## src/rtl/sdram_seq_pkg.sv

```systemverilog
package sdram_seq_pkg;

  // {cs_n, ras_n, cas_n, we_n}
  typedef enum logic [3:0] {
    CMD_DESEL = 4'b1111,
    CMD_NOP   = 4'b0111,
    CMD_PRE   = 4'b0010,
    CMD_REF   = 4'b0001,
    CMD_MRS   = 4'b0000
  } sd_cmd_e;

  typedef enum logic [2:0] {
    ST_IDLE,
    ST_PRE_WAIT,
    ST_REF_WAIT,
    ST_MRS_WAIT,
    ST_RUN,
    ST_RUN_WAIT
  } seq_state_e;

endpackage

```

## src/rtl/seq_wait_timer.sv

```systemverilog
module seq_wait_timer #(
  parameter int W = 4
) (
  input  logic         clk,
  input  logic         rst,
  input  logic         load,
  input  logic [W-1:0] load_val,
  output logic         done
);
  logic [W-1:0] cnt_q;

  always_ff @(posedge clk) begin
    if (rst)              cnt_q <= '0;
    else if (load)        cnt_q <= load_val;
    else if (cnt_q != '0) cnt_q <= cnt_q - W'(1);
  end

  assign done = (cnt_q == '0);
endmodule

```

## src/rtl/seq_refresh_timer.sv

```systemverilog
module seq_refresh_timer #(
  parameter int PRE_W = 8,
  parameter int CNT_W = 8
) (
  input  logic             clk,
  input  logic             rst,
  input  logic             en,
  input  logic [PRE_W-1:0] prescale,
  input  logic [CNT_W-1:0] count,
  output logic             req
);
  logic [PRE_W-1:0] pc_q;
  logic [CNT_W-1:0] tc_q;
  logic             run, tick, wrap;

  assign run  = en && (prescale != '0) && (count != '0);
  assign tick = run && (pc_q >= prescale - PRE_W'(1));
  assign wrap = tc_q >= count - CNT_W'(1);
  assign req  = tick && wrap;

  always_ff @(posedge clk) begin
    if (rst || !run) begin
      pc_q <= '0;
      tc_q <= '0;
    end else if (tick) begin
      pc_q <= '0;
      tc_q <= wrap ? '0 : tc_q + CNT_W'(1);
    end else begin
      pc_q <= pc_q + PRE_W'(1);
    end
  end
endmodule

```

## src/rtl/seq_ref_backlog.sv

```systemverilog
module seq_ref_backlog #(
  parameter int W = 8
) (
  input  logic         clk,
  input  logic         rst,
  input  logic         inc,
  input  logic         dec,
  output logic [W-1:0] cnt,
  output logic         nonzero
);
  logic [W-1:0] cnt_q;

  always_ff @(posedge clk) begin
    if (rst) cnt_q <= '0;
    else begin
      case ({inc, dec})
        2'b10:   cnt_q <= cnt_q + W'(1);
        2'b01:   cnt_q <= cnt_q - W'(1);
        default: cnt_q <= cnt_q;
      endcase
    end
  end

  assign cnt     = cnt_q;
  assign nonzero = (cnt_q != '0);
endmodule

```

## src/rtl/sdram_init_seq.sv

```systemverilog
module sdram_init_seq
  import sdram_seq_pkg::*;
#(
  parameter int ADDR_W      = 13,
  parameter int PRE_ALL_BIT = 10,
  parameter int PRE_W       = 8,
  parameter int CNT_W       = 8,
  parameter int PEND_W      = 8,
  parameter int INIT_REFS   = 8,
  parameter int T_RP        = 3,
  parameter int T_RFC       = 7,
  parameter int T_MRD       = 2
) (
  input  logic              clk,
  input  logic              rst,
  input  logic              start_req,
  input  logic [PRE_W-1:0]  ref_prescale,
  input  logic [CNT_W-1:0]  ref_count,
  input  logic [ADDR_W-1:0] mode_word,
  output logic              sd_cs_n,
  output logic              sd_ras_n,
  output logic              sd_cas_n,
  output logic              sd_we_n,
  output logic [ADDR_W-1:0] sd_addr,
  output logic              ready_o
);
  localparam int T_MAX0 = (T_RP > T_RFC) ? T_RP : T_RFC;
  localparam int T_MAX  = (T_MAX0 > T_MRD) ? T_MAX0 : T_MRD;
  localparam int WAIT_W = (T_MAX < 1) ? 1 : $clog2(T_MAX + 1);
  localparam int RCNT_W = $clog2(INIT_REFS + 1);

  logic [ADDR_W-1:0] pre_all_addr;
  generate
    for (genvar b = 0; b < ADDR_W; b++) begin : g_pre_addr
      assign pre_all_addr[b] = (b == PRE_ALL_BIT);
    end
  endgenerate

  seq_state_e        st_q, st_d;
  sd_cmd_e           cmd_q, cmd_d;
  logic [ADDR_W-1:0] addr_q, addr_d;
  logic [RCNT_W-1:0] rcnt_q, rcnt_d;
  logic              ready_q, ready_d;
  logic              ren_q, ren_d;
  logic              wt_load, wt_done;
  logic [WAIT_W-1:0] wt_val;
  logic              ref_req, ref_issue, pend_nz, ref_avail;
  logic [PEND_W-1:0] pend_cnt;

  seq_wait_timer #(.W(WAIT_W)) u_wait (
    .clk(clk), .rst(rst), .load(wt_load), .load_val(wt_val), .done(wt_done)
  );

  seq_refresh_timer #(.PRE_W(PRE_W), .CNT_W(CNT_W)) u_rtmr (
    .clk(clk), .rst(rst), .en(ren_q), .prescale(ref_prescale),
    .count(ref_count), .req(ref_req)
  );

  seq_ref_backlog #(.W(PEND_W)) u_blog (
    .clk(clk), .rst(rst), .inc(ref_req), .dec(ref_issue),
    .cnt(pend_cnt), .nonzero(pend_nz)
  );

  assign ref_avail = pend_nz || ref_req;

  always_comb begin
    st_d      = st_q;
    cmd_d     = (st_q == ST_IDLE) ? CMD_DESEL : CMD_NOP;
    addr_d    = '0;
    rcnt_d    = rcnt_q;
    ready_d   = ready_q;
    ren_d     = ren_q;
    wt_load   = 1'b0;
    wt_val    = '0;
    ref_issue = 1'b0;
    case (st_q)
      ST_IDLE: begin
        if (start_req) begin
          cmd_d   = CMD_PRE;
          addr_d  = pre_all_addr;
          wt_load = 1'b1;
          wt_val  = WAIT_W'(T_RP);
          rcnt_d  = '0;
          st_d    = ST_PRE_WAIT;
        end
      end
      ST_PRE_WAIT: begin
        if (wt_done) begin
          cmd_d   = CMD_REF;
          wt_load = 1'b1;
          wt_val  = WAIT_W'(T_RFC);
          rcnt_d  = RCNT_W'(1);
          st_d    = ST_REF_WAIT;
        end
      end
      ST_REF_WAIT: begin
        if (wt_done) begin
          if (rcnt_q == RCNT_W'(INIT_REFS)) begin
            cmd_d   = CMD_MRS;
            addr_d  = mode_word;
            wt_load = 1'b1;
            wt_val  = WAIT_W'(T_MRD);
            st_d    = ST_MRS_WAIT;
          end else begin
            cmd_d   = CMD_REF;
            wt_load = 1'b1;
            wt_val  = WAIT_W'(T_RFC);
            rcnt_d  = rcnt_q + RCNT_W'(1);
          end
        end
      end
      ST_MRS_WAIT: begin
        if (wt_done) begin
          ready_d = 1'b1;
          ren_d   = 1'b1;
          st_d    = ST_RUN;
        end
      end
      ST_RUN: begin
        if (ref_avail) begin
          cmd_d     = CMD_REF;
          wt_load   = 1'b1;
          wt_val    = WAIT_W'(T_RFC);
          ref_issue = 1'b1;
          st_d      = ST_RUN_WAIT;
        end
      end
      ST_RUN_WAIT: begin
        if (wt_done) begin
          if (ref_avail) begin
            cmd_d     = CMD_REF;
            wt_load   = 1'b1;
            wt_val    = WAIT_W'(T_RFC);
            ref_issue = 1'b1;
          end else begin
            st_d = ST_RUN;
          end
        end
      end
      default: st_d = ST_IDLE;
    endcase
  end

  always_ff @(posedge clk) begin
    if (rst) begin
      st_q    <= ST_IDLE;
      cmd_q   <= CMD_DESEL;
      addr_q  <= '0;
      rcnt_q  <= '0;
      ready_q <= 1'b0;
      ren_q   <= 1'b0;
    end else begin
      st_q    <= st_d;
      cmd_q   <= cmd_d;
      addr_q  <= addr_d;
      rcnt_q  <= rcnt_d;
      ready_q <= ready_d;
      ren_q   <= ren_d;
    end
  end

  assign {sd_cs_n, sd_ras_n, sd_cas_n, sd_we_n} = cmd_q;
  assign sd_addr = addr_q;
  assign ready_o = ready_q;
endmodule

```

## config.mk

```make
export PLATFORM = sky130hd
export DESIGN_NAME = sdram_init_seq
export DESIGN_NICKNAME = d
export VERILOG_FILES = /design/src/rtl/sdram_seq_pkg.sv /design/src/rtl/seq_wait_timer.sv /design/src/rtl/seq_refresh_timer.sv /design/src/rtl/seq_ref_backlog.sv /design/src/rtl/sdram_init_seq.sv
export SDC_FILE = /design/constraint.sdc
export NUM_CORES = 1
export LEC_CHECK = 0
export ABC_CLOCK_PERIOD_IN_PS = 9900
export CAP_MARGIN = 20
export CORE_ASPECT_RATIO = 1.2
export CORE_MARGIN = 5
export CORE_UTILIZATION = 55
export DETAILED_ROUTE_END_ITERATION = 8
export GPL_TIMING_DRIVEN = 0
export PLACE_DENSITY = 0.85
export SYNTH_ARGS = -nofsm -noshare
export SYNTH_HDL_FRONTEND = slang
export SYNTH_SLANG_ARGS = --single-unit
```

## constraint.sdc

```tcl
create_clock -name clk -period 9.9 [get_ports clk]
set_clock_uncertainty 0.2 [all_clocks]
set_input_delay 0.99 -clock clk [delete_from_list [all_inputs] [get_ports clk]]
set_output_delay 0.99 -clock clk [all_outputs]
set_load 0.02 [all_outputs]
```

======== Word level (Yosys, flattened, before mapping) ========
Cells that the tools add are included.
storage, ports and cells
  bits in registers ....................... 52
  input port bits ......................... 32
  output and inout bits ................... 18
  logic and storage cells ................. 100
operators by class
  $add $sub $neg .......................... 8
  $lt $le $gt $ge ......................... 2
  equality and inequality tests ........... 17
  multiplexer cells ....................... 43
  reduce and logical (&&, ||, !) cells .... 21
operator list
  cell                 number
  $mux 3               15
  $mux 4               10
  $mux 13              2
  $pmux 13 s2          1
  $add 8x1->8 const B  3
  $reduce_bool 8->1    3
  $sub 8x1->8 const B  3
  $pmux 4 s5           1
  $pmux 3 s6           1
  $ge 8x8->1           2
  $pmux 8 s2           1
  $pmux 3 s5           1
  $pmux 4 s3           1
  $mux 11              1
  $ne 2x2->1 const B   5
  $mux 8               1
  $ne 2x1->1 const B   4
  $reduce_and 8->1     1
  $eq 3x2->1 const B   2
  $eq 3x3->1 const B   2
  $logic_not 3->1      2
  $reduce_bool 3->1    2
  $mux 1               5
  $reduce_and 5->1     1
  15 further kinds     21

======== Logic depth before layout (Yosys ltp) ========
Gate-level depths: netlist of run 1.
  word-level depth ........................ 11
  depth in mapped cells ................... 20
  gate-level depth less buffers ........... 20

======== Hierarchy ========
A second synthesis of run 1 with hierarchy kept.
unflattened totals
  cell total of the unflattened synthesis .. 414
  area total of the unflattened synthesis .. 3443.3 um^2
modules (own cells, without submodules)
  module             instances  cells each  area each (um^2)  seq. area each (um^2)
  seq_refresh_timer  1          168         1378.8            320.3
  sdram_init_seq     1          122         1097.3            500.5
  seq_ref_backlog    1          102         760.7             160.2
  seq_wait_timer     1          22          206.4             60.1

======== Least setup slack after synthesis of run 1 ========
OpenSTA, ideal clock, no wires.
  kind .................................... input port to flip-flop
  start ................................... input port ref_prescale[2]
  end ..................................... register u_blog.cnt_q[6], in the netlist u_blog.cnt[6]
  setup time .............................. 0.062 ns
  arrival time ............................ 4.607 ns
  data required time ...................... 9.638 ns
  slack ................................... 5.030 ns
  cell stages on the path ................. 19
  path buffers ............................ 0
  cell sequence ........................... nor4_2 -> nor4b_1 -> xnor2_1 -> ha_1 -> nand2_1 -> nor3_1 -> a21oi_2 -> o311ai_4 -> nand2_1 -> inv_1 -> ha_1 -> inv_1 -> fa_1 -> nor2b_1 -> o21ai_0 -> a21oi_1 -> o21ai_0 -> or4_1 -> nand3_1
between the ends
  longest elaborated chain between the ends .. 11
  elaborated cells between the ends (all ways) .. 15
  those cells by class .................... add/sub (1); order compare (1); eq/ne (2); mux (4); reduce/logical (7)
ends and longest elaborated chain
  element                                                 line                                          text
  start, declared                                         sdram_init_seq.sv:17                          input logic [PRE_W-1:0] ref_prescale,
  branches (longest 3 deep; another with $sub 8x1->8)     --
  $logic_and 1x1->1 *                                     seq_refresh_timer.sv:17                       assign tick = run && (pc_q >= prescale - PRE_W'(1));
  $logic_and 1x1->1 *                                     seq_refresh_timer.sv:19                       assign req = tick && wrap;
  $logic_or 1x1->1                                        sdram_init_seq.sv:64                          assign ref_avail = pend_nz || ref_req;
  $mux 1                                                  sdram_init_seq.sv:120, sdram_init_seq.sv:130
  $mux 1                                                  sdram_init_seq.sv:129                         if (wt_done) begin
  $pmux 1 s2                                              sdram_init_seq.sv:76                          case (st_q)
  $eq 2x1->1 / $eq 2x2->1 (equally long branches)         seq_ref_backlog.sv:16                         case ({inc, dec})
  $pmux 8 s2 / $reduce_bool 2->1 (equally long branches)  --
  end signal, assigned                                    seq_ref_backlog.sv:17                         2'b10: cnt_q <= cnt_q + W'(1);
  end signal, assigned                                    seq_ref_backlog.sv:18                         2'b01: cnt_q <= cnt_q - W'(1);
  end signal, assigned                                    seq_ref_backlog.sv:19                         default: cnt_q <= cnt_q;
  end, declared                                           seq_ref_backlog.sv:11                         logic [W-1:0] cnt_q;
Every way passes the cells marked *.
A chain may end at the register's enable or synchronous reset.

======== Final worst setup path of run 1 ========
Same ends and word-level chain as after synthesis.

==> results of run 1 <==
## routing by layer
layer | wire length, um | vias to the layer above | global-route usage, % | part of all wire, %
met3 | 310 | 8 | 5.25 | 5.0
li1 | - | 1323 | - | -
met4 | 82 | 0 | 4.73 | 1.3
met1 | 2530 | 1221 | 19.0 | 41
met2 | 3210 | 41 | 31.7 | 52
met5 | 0 | - | 0 | 0
## Yosys cell counts, types with 6 or more instances
cell type / count / area (sq um)
nand2_1: 18 / 67.6
nand3_1: 15 / 75.1
nor2_1: 40 / 150
and2_1: 14 / 87.6
and3_1: 7 / 43.8
o21ai_0: 10 / 50.1
nor3b_1: 6 / 45.0
nor3_1: 15 / 75.1
a21oi_1: 20 / 100
xor2_1: 14 / 123
clkbuf_1: 6 / 22.5
dfxtp_1: 52 / 1040
ha_1: 33 / 413
inv_1: 20 / 75.1
xnor2_1: 18 / 158
## logic make-up after synthesis
logic type / synth area share (%)
compound gates: 12.5
xor+xnor: 9.22
fa+ha+maj: 14.2
buf+inv: 3.70
flops: 34.2
mux: 1.32
simple gates: 24.8
## final timing paths
| check | from | endpoint | slack [ns] | cells after the start |
|---|---|---|---|---|
| max | ref_prescale[2] | u_blog.cnt[6]$_SDFFE_PP0P_ | 4.15 | 20 |
| min | u_blog.cnt[7]$_SDFFE_PP0P_ | u_blog.cnt[7]$_SDFFE_PP0P_ | 0.29 | 2 |
| max reg2reg | u_rtmr.tc_q[0]$_SDFFE_PP0P_ | u_blog.cnt[6]$_SDFFE_PP0P_ | 5.79 | 17 |
| min reg2reg | u_blog.cnt[7]$_SDFFE_PP0P_ | u_blog.cnt[7]$_SDFFE_PP0P_ | 0.29 | 2 |
## power groups by stage
stage / sequential, mW / clock, mW / combinational [mW]
2_1_floorplan: 0.229 / 0 / 0.0557
3_3_place_gp: 0.226 / 0 / 0.0891
3_5_place_dp: 0.226 / 0 / 0.0913
4_1_cts: 0.221 / 0.115 / 0.0918
5_1_grt: 0.222 / 0.125 / 0.102
6_report: 0.221 / 0.111 / 0.0917
## final cells by class
cell class              count  area, sq um  area share, %
inverters                  20         75.1           2.04
repair buffers             49          490           13.3
well taps                  62         77.6           2.10
plain buffers               9         37.5           1.02
clock buffers               6         72.6           1.97
multi-input cells         267         1890           51.2
clock inverters             1         5.00          0.136
flip-flops and latches     52         1040           28.2
## through the flow
step,std cells,total power [mW],cell area (sq um)
floorplan,348,0.284,3040
global placement,459,0.315,3610
detailed placement,459,0.317,3610
CTS,466,0.428,3690
global route,466,0.449,3690
finish,466,0.424,3690
## worst max-delay path: cells and delay by family
kind            cells  cell delay, ns
fa+ha+maj           3            1.03
compound gates      5            1.03
buf+inv             3            0.72
xor+xnor            1            0.13
simple gates        8            1.88
## state kept, by name, indices dropped and copies added, names as in the netlist
name          cells
sd_addr          13
u_blog.cnt        8
u_rtmr.pc_q       8
u_rtmr.tc_q       8
cmd_q             4
rcnt_q            4
st_q              3
u_wait.cnt_q      3
ren_q             1
==> run summary, run 1 <==
Register area share after synthesis: 34.2%
TritonCTS Buffers: 5
Vias: 2593
DRT iter0 DRCs: 124
Most common cell after layout, fill and taps aside: dfxtp_1
Port bufs: 49
Yosys cell types: 48
Routed WL per cell: 13.2 um
Largest net degree at the start of global routing: 15
Sw Pwr: 116 uW
Hpwl dp: 5.00 mm
Final-report setup violation count: 0
Initial Utilization: 57.0%
Status: complete, no violations
Switching fraction of total power: 27.4%
Crit-path max FO: 7
CTS clk-pin slew, worst paths: 0.09 ns
Mapped Nets: 414
RSZ-0062 raised after global routing: no
Util after Layout: 69.1%
Initial antenna violation count: 0
Placement Setup Slack: 3.87 ns
Logic pwr share: 21.6%
Ys Warns: 0
N_diodes: 0
Setup slack after layout: 4.15 ns
Internal Power: 308 uW
TritonRoute pass-1 iters: 4
I/O pin count: 50
Main flop type after synthesis: dfxtp_1
Syn-to-layout area delta: 21.2%
Post-route clock period utilization: 58.0%
Worst-Skew Late Latency: 0.29 ns
Row Count: 29
CP Capture Type: register
DRC Markers: 0
Crit path kind: input pin to register
Routed Antenna Nets: 0
Vias in the first global route: 2471
Mapped Cells: 348
CTS tree: built
Synthesized area: 0.00304 sq mm
Commonest non-fill, non-tap cells in the layout: 52 x dfxtp_1, 49 x clkdlybuf4s50_1, 40 x nor2_1
P per Cell Area: 115 mW/mm^2
Worst-margin pin slew: 0.662 ns
Yosys reg bits: 52
Flop pwr share: 52.1%
Setup_tns: 0 ns
Critical path cell sequence: clkdlybuf4s50_1 > nor4_2 > nor4b_1 > xnor2_1 > ha_1 > nand2_1 > nor3_1 > a21oi_2 > o311ai_4 > nand2_1 > inv_1 > ha_1 > inv_1 > fa_1 > nor2b_1 > o21ai_0 > a21oi_1 > o21ai_0 > or4_1 > nand3_1
Global-route wire length before repair: 10.5 mm
Die Ht: 91.4 um
Nets: 470
CORE AREA: 0.00533 sq mm
Number of flops mapped to enable cells by yosys: 0
Detailed Route WL: 6.14 mm
Root buffer cell: clkbuf_8
Tot GR Track Use: 17.3%
Crit path DAT: 5.79 ns
Slew Viols, Final: 0
Setup bufs post-CTS: 0
Die ar.: 0.00712 sq mm
Critical path required time: 9.94 ns
Slowest-stage cell, CP: clkdlybuf4s50_1
Clock sink count: 52
Gpl congestion: 0.856
Final Hold Viols: 0
Max Freq: 174 MHz
Min-delay worst type: register to register
Syn Area/Cell: 8.74 sq um
Clock share of power: 26.3%
Min Hold Slack: 0.292 ns
Via density per instance: 5.56
Resized cells post-CTS: 0
Die width: 77.9 um
CTS Hold Bufs: 0
Async SR Flop Fraction: 0%
Startpoint Class: input pin
Min cycle time layout: 5.75 ns
CP max stage delay: 0.48 ns
MaxCap Viol Count: 0
Max_slew headroom: 55.5%
Total grt overflow: 0
Worst vdd ir: 0.0911 mV
Ratio of cells with drive above 1 in the final layout: 4.95%
Fillers: 424
Leakage Power: 1.45 nW
H-tree depth: 2
Clock Path Buffers: 2
No activity file was read; power rests on OpenSTA's default activity.
==> inputs of run 2 (changes only) <==
--- a/config.mk
+++ b/config.mk
@@ -5,14 +5,14 @@
 export SDC_FILE = /design/constraint.sdc
 export NUM_CORES = 1
 export LEC_CHECK = 0
-export ABC_CLOCK_PERIOD_IN_PS = 9900
+export ABC_CLOCK_PERIOD_IN_PS = 6000
 export CAP_MARGIN = 20
 export CORE_ASPECT_RATIO = 1.2
 export CORE_MARGIN = 5
-export CORE_UTILIZATION = 55
+export CORE_UTILIZATION = 54
 export DETAILED_ROUTE_END_ITERATION = 8
 export GPL_TIMING_DRIVEN = 0
-export PLACE_DENSITY = 0.85
+export PLACE_DENSITY = 0.84
 export SYNTH_ARGS = -nofsm -noshare
 export SYNTH_HDL_FRONTEND = slang
 export SYNTH_SLANG_ARGS = --single-unit
==> constraint.sdc (replaced) <==
create_clock -name clk -period 6 [get_ports clk]
set_clock_uncertainty 0.2 [all_clocks]
set_input_delay 0.6 -clock clk [delete_from_list [all_inputs] [get_ports clk]]
set_output_delay 0.6 -clock clk [all_outputs]
set_load 0.02 [all_outputs]
==> run 2 against run 1 <==
Compared with the run above: routed wire length rose by 1.9%; core utilization fell by 2.6 points; design area rose by 0.31%; final cell count rose by 0.64%; sequential power rose by 65%; power rose by 69%; critical path type unchanged.
==> run summary, run 2 (synthesized netlist as in run 1, its figures left out) <==
Max_slew headroom: 62.0% (+6.5 points)
CP max stage delay: 0.49 ns (about the same)
CTS clk-pin slew, worst paths: 0.09 ns (about the same)
Hold Path Depth: 2 (unchanged)
Critical path required time: 6.05 ns (-3.89 ns)
Hold path startpoint: ren_q$_SDFFE_PP0P_
CORE AREA: 0.00556 sq mm (+4.2%)
P per Cell Area: 194 mW/mm^2 (+69%)
Nets: 470 (unchanged)
Clock sink count: 52 (unchanged)
Die Ht: 92.2 um (+0.83%)
Worst Hold Endpoint: ren_q$_SDFFE_PP0P_
Vias: 2630 (+1.4%)
Leakage Power: 1.45 nW (+0.31%)
MaxCap Viol Count: 0 (unchanged)
Buf+Inv Stages, Crit Path: 3 (unchanged)
Routed WL per cell: 13.3 um (+1.3%)
Tot GR Track Use: 18.5% (+1.2 points)
Ratio of cells with drive above 1 in the final layout: 5.19% (+0.23 points)
Syn-to-layout area delta: 21.6%
Via density per instance: 5.61 (+0.78%)
Initial antenna violation count: 0 (unchanged)
Worst R2R Setup Slack: 1.96 ns (-3.83 ns)
Slowest-stage cell, CP: clkdlybuf4s50_1
Detailed Route WL: 6.26 mm (+1.9%)
TritonCTS Buffers: 5 (unchanged)
Commonest non-fill, non-tap cells in the layout: 52 x dfxtp_1, 49 x clkdlybuf4s50_1, 40 x nor2_1
CP Capture Type: register
Logic pwr share: 21.3% (-0.3 points)
Die ar.: 0.00724 sq mm (+1.6%)
Highest metal used: met4
Internal Power: 512 uW (+66%)
M1 WL: 2.49 mm (-1.7%)
CTS tree: built
Root buffer cell: clkbuf_8
Gpl congestion: 0.852 (-0.39%)
Worst-Skew Late Latency: 0.31 ns (+0.02 ns)
DRT iter0 DRCs: 76 (-39%)
WL met3: 397 um (+28%)
Crit path kind: input pin to register
DRC Markers: 0 (unchanged)
Min Hold Slack: 0.301 ns (+0.00914 ns)
Port bufs: 49 (unchanged)
Resized cells post-CTS: 0 (unchanged)
Die width: 78.5 um (+0.81%)
Worst r2r dst: u_blog.cnt[6]$_SDFFE_PP0P_
Setup_tns: 0 ns (unchanged)
Largest net degree at the start of global routing: 17 (+2)
Post-route clock period utilization: 88.5%
RR Startpoint: u_rtmr.tc_q[0]$_SDFFE_PP0P_
Status: complete, no violations
Min-delay worst type: register to register
Min cycle time layout: 5.31 ns
Crit-path max FO: 7 (unchanged)
Clock Path Buffers: 2 (unchanged)
Clock share of power: 27.8% (+1.5 points)
Worst-margin pin slew: 0.565 ns (-0.0965 ns)
Global-route wire length before repair: 11.0 mm (+5.7%)
H-tree depth: 2 (unchanged)
CP top delay family: simple AND/OR/NAND/NOR gates
Max reg flops: 13 (unchanged)
Total grt overflow: 0 (unchanged)
Vias in the first global route: 2623 (+6.2%)
CTS Hold Bufs: 0 (unchanged)
Hpwl dp: 4.92 mm (-1.7%)
DR WL met2: 3.30 mm (+2.6%)
Final Hold Viols: 0 (unchanged)
Final-report setup violation count: 0 (unchanged)
Switching fraction of total power: 28.6% (+1.3 points)
TritonRoute pass-1 iters: 4 (unchanged)
Startpoint Class: input pin
Most common cell after layout, fill and taps aside: dfxtp_1
Slew Viols, Final: 0 (unchanged)
Critical path cell sequence: clkdlybuf4s50_1 > nor4_2 > nor4b_1 > xnor2_1 > ha_1 > nand2_1 > nor3_1 > a21oi_2 > o311ai_4 > nand2_1 > inv_1 > ha_1 > inv_1 > fa_1 > nor2b_1 > o21ai_0 > a21oi_1 > o21ai_0 > or4_1 > nand3_1
Max Freq: 188 MHz
Sw Pwr: 205 uW (+77%)
N_diodes: 0 (unchanged)
Flop pwr share: 50.9% (-1.2 points)
Worst R2R Path Depth: 17 (unchanged)
Initial Utilization: 54.7% (-2.3 points)
Setup bufs post-CTS: 0 (unchanged)
Crit path DAT: 5.36 ns (-0.43 ns)
Row Count: 30 (+3.4%)
RSZ-0062 raised after global routing: no
Routed Antenna Nets: 0 (unchanged)
I/O pin count: 50 (unchanged)
Worst vdd ir: 0.190 mV (+110%)
==> run 2: cell count changes in the layout (fill, tap and decap cells not counted) <==
cell	previous run	this run
inv_6	0	1
==> run 2: cell type report <==
cell class                 count  area, sq um
sequential                    52         1040
tap                           64         80.1
buffer                         9         37.5
inverter                      20         75.1
clock inverter                 2         13.8
clock buffer                   6         72.6
multi-input combinational    267         1890
fill                         455         1860
timing repair buffer          49          490
==> run 2: how the worst max path moves through the flow <==
stage / from / to / slack (ns) / cells after the start
2_1_floorplan: ref_prescale[2] / u_blog.cnt[6]$_SDFFE_PP0P_ / 1.52 / 19
3_3_place_gp: ref_prescale[2] / u_blog.cnt[6]$_SDFFE_PP0P_ / 0.47 / 20
3_5_place_dp: ref_prescale[2] / u_blog.cnt[6]$_SDFFE_PP0P_ / 0.40 / 20
4_1_cts: ref_prescale[2] / u_blog.cnt[6]$_SDFFE_PP0P_ / 0.68 / 20
5_1_grt: ref_prescale[2] / u_blog.cnt[6]$_SDFFE_PP0P_ / 0.29 / 20
6_report: ref_prescale[2] / u_blog.cnt[6]$_SDFFE_PP0P_ / 0.69 / 20
==> run 2: through the flow <==
step           utilization, %  instances  setup slack (ns)  power [mW]  area, sq um
3_3_place_gp             65.0        461             0.471       0.519         3610
5_1_grt                  66.6        469             0.292       0.755         3700
3_5_place_dp             65.0        461             0.395       0.524         3610
6_report                 66.6        469             0.689       0.717         3700
2_1_floorplan               -        348              1.52       0.469         3040
4_1_cts                  66.6        469             0.678       0.722         3700
==> run 2: routing by layer <==
layer | up-vias | GRT usage, %
met5 | - | 0
met2 | 59 | 33.9
met1 | 1233 | 20.5
met3 | 10 | 6.19
li1 | 1328 | -
met4 | 0 | 3.94
==> run 2: tightest hold or removal path: stages (launching register included) <==
cell,delay (ns)
dfxtp_1,0.35
inv_1,0.06
a21oi_1,0.05
==> run 2: power groups by stage <==
stage / Clock, mW / Combinational (mW) / Sequential [mW]
after floorplan: 0 / 0.0918 / 0.377
after global placement: 0 / 0.147 / 0.372
after detailed placement: 0 / 0.151 / 0.373
after CTS: 0.203 / 0.154 / 0.365
after global routing: 0.219 / 0.170 / 0.366
final: 0.199 / 0.153 / 0.365
==> inputs of run 3 (changes only) <==
--- a/config.mk
+++ b/config.mk
@@ -12,7 +12,9 @@
 export CORE_UTILIZATION = 54
 export DETAILED_ROUTE_END_ITERATION = 8
 export GPL_TIMING_DRIVEN = 0
+export HOLD_SLACK_MARGIN = 0.08
 export PLACE_DENSITY = 0.84
+export REMOVE_ABC_BUFFERS = 1
 export SYNTH_ARGS = -nofsm -noshare
 export SYNTH_HDL_FRONTEND = slang
 export SYNTH_SLANG_ARGS = --single-unit
==> run 3 against run 2 <==
Compared with the run above: setup slack got worse by 0.069 ns; register-to-register slack got worse by 0.17 ns; global-route usage fell by 1.8 points; critical endpoint unchanged; count of clock-buffer cells in the layout rose by 1; via count fell by 6.6%; final cell count fell by 1.7%; flip-flop and latch count did not move; worst hold slack improved by 0.0011 ns; sequential power rose by 1%; first-iteration DRC count fell by 22%; power fell by 0.73%; critical path type unchanged; non-clock buffer count fell by 8.
==> run summary, run 3 (synthesized netlist as in run 1, its figures left out) <==
Nets: 462 (-1.7%)
Status: complete, no violations
RSZ-0062 raised after global routing: no
Worst-margin pin slew: 0.906 ns (+0.341 ns)
N_diodes: 0 (unchanged)
Internal Power: 519 uW (+1.5%)
Max_slew headroom: 39.4% (-23 points)
CP max stage delay: 0.49 ns (about the same)
P per Cell Area: 194 mW/mm^2 (about the same)
H-tree depth: 2 (unchanged)
Root buffer cell: clkbuf_8
CTS Hold Bufs: 0 (unchanged)
Critical path cell sequence: clkdlybuf4s50_1 > nor4_2 > nor4b_1 > xnor2_1 > ha_1 > nand2_1 > nor3_1 > a21oi_2 > o311ai_4 > nand2_1 > inv_1 > ha_1 > inv_1 > fa_1 > nor2b_1 > o21ai_0 > a21oi_1 > o21ai_0 > or4_1 > nand3_1
Most common cell after layout, fill and taps aside: dfxtp_1
Vias: 2457 (-6.6%)
Final Hold Viols: 0 (unchanged)
DRT iter0 DRCs: 59 (-22%)
Sw Pwr: 192 uW (-6.2%)
Die width: 78.5 um (unchanged)
Slowest-stage cell, CP: clkdlybuf4s50_1
Routed Antenna Nets: 0 (unchanged)
CTS clk-pin slew, worst paths: 0.08 ns (about the same)
Initial antenna violation count: 0 (unchanged)
Slew Viols, Final: 0 (unchanged)
Final-report setup violation count: 0 (unchanged)
Crit path DAT: 5.42 ns (+0.06 ns)
Clock share of power: 28.1% (+0.3 points)
Met3 Usage GRT: 4.42% (-1.8 points)
Crit-path max FO: 15 (+8)
Initial Utilization: 54.7% (unchanged)
Crit path kind: input pin to register
Post-route clock period utilization: 89.7% (+1.2 points)
Commonest non-fill, non-tap cells in the layout: 52 x dfxtp_1, 49 x clkdlybuf4s50_1, 40 x nor2_1
Min cycle time layout: 5.38 ns (+0.0692 ns)
Gpl congestion: 0.842 (-1.2%)
Clock Path Buffers: 2 (unchanged)
Setup bufs post-CTS: 0 (unchanged)
Clock sink count: 52 (unchanged)
Syn-to-layout area delta: 20.8%
Total grt overflow: 0 (unchanged)
Worst vdd ir: 0.149 mV (-22%)
TritonCTS Buffers: 5 (unchanged)
Global-route wire length before repair: 10.2 mm (-7.9%)
Port bufs: 49 (unchanged)
Via density per instance: 5.33 (-5.0%)
Leakage Power: 1.44 nW (-0.90%)
Met1 Use GR: 19.1% (-1.4 points)
Min-delay worst type: register to register
CP top delay family: simple AND/OR/NAND/NOR gates
Max Freq: 186 MHz (-1.3%)
Dpl cell area: 0.00358 sq mm (-0.90%)
DRC Markers: 0 (unchanged)
Die Ht: 92.2 um (unchanged)
Critical path required time: 6.04 ns (about the same)
CTS tree: built
Resized cells post-CTS: 0 (unchanged)
Routed WL per cell: 12.7 um (-4.5%)
Met2 usage: 30.4% (-3.5 points)
Vias in the first global route: 2377 (-9.4%)
TritonRoute pass-1 iters: 4 (unchanged)
CP Capture Type: register
Startpoint Class: input pin
Busiest grt layer: met2
CORE AREA: 0.00556 sq mm (unchanged)
Tot GR Track Use: 16.8% (-1.8 points)
Max reg flops: 13 (unchanged)
Worst-Skew Late Latency: 0.29 ns (-0.02 ns)
Flop pwr share: 52.0% (+1.1 points)
Switching fraction of total power: 27.0% (-1.6 points)
Logic pwr share: 19.9% (-1.4 points)
Die ar.: 0.00724 sq mm (unchanged)
Row Count: 30 (unchanged)
MaxCap Viol Count: 0 (unchanged)
I/O pin count: 50 (unchanged)
Util after Layout: 66.1% (-0.45 points)
Design Area, Final: 0.00367 sq mm (-0.68%)
Hpwl dp: 4.57 mm (-7.0%)
Largest net degree at the start of global routing: 25 (+8)
Ratio of cells with drive above 1 in the final layout: 4.79% (-0.40 points)
Setup_tns: 0 ns (unchanged)
Detailed Route WL: 5.88 mm (-6.1%)
Buf+Inv Stages, Crit Path: 3 (unchanged)
run 3: cell types whose count changed in the layout (fill, tap and decap cells not counted), sizes merged:
cell      delta
clkbuf       -5
buf          -2
clkinv       -1
clkinvlp     +1
inv          -1
run 3: worst paths after layout:
check,from,slack (ns),cells after the start,endpoint
worst max-delay path,ref_prescale[2],0.62,20,u_blog.cnt[6]$_SDFFE_PP0P_
worst min-delay path,u_blog.cnt[7]$_SDFFE_PP0P_,0.30,2,u_blog.cnt[7]$_SDFFE_PP0P_
worst min register to register,u_blog.cnt[7]$_SDFFE_PP0P_,0.30,2,u_blog.cnt[7]$_SDFFE_PP0P_
worst max register to register,u_rtmr.pc_q[2]$_SDFF_PP0_,1.79,15,u_blog.cnt[7]$_SDFFE_PP0P_
run 3: per-stage QoR:
step / std cells / worst slack, ns / total power [mW] / hold slack (ns)
detailed placement: 453 / 0.311 / 0.519 / 0.289
finish: 461 / 0.620 / 0.712 / 0.302
CTS: 461 / 0.623 / 0.721 / 0.302
global route: 461 / 0.313 / 0.754 / 0.333
global placement: 452 / 0.416 / 0.514 / 0.266
floorplan: 339 / 1.45 / 0.464 / 0.249
run 3: layout make-up:
class	instances	area (sq um)
multi-input combinational	267	1890
fill	451	1880
sequential	52	1040
timing repair buffer	50	495
clock buffer	7	86.3
tap	64	80.1
inverter	20	75.1
clock inverter	1	7.51
run 3: worst reg2reg max path: cells and delay by family, from the launching register on:
kind                     cells  cell delay (ns)
AO/OA/AOI/OAI                8             1.95
buffers and inverters        1             0.06
adder cells (fa/ha/maj)      3             0.87
XOR/XNOR                     1             0.12
flip-flops                   1             0.42
AND/OR/NAND/NOR              2             0.49
run 3: layer usage:
metal,part of all wire (%),wire (um)
met1,44,2560
met2,50,2960
met3,5.2,307
met4,0.82,48
met5,0,0
run 3: power by group through the flow:
stage,combinational (mW),sequential [mW],clock [mW]
4_1_cts,0.142,0.370,0.209
3_3_place_gp,0.137,0.377,0
5_1_grt,0.159,0.373,0.222
2_1_floorplan,0.0831,0.381,0
6_report,0.142,0.370,0.200
3_5_place_dp,0.141,0.378,0
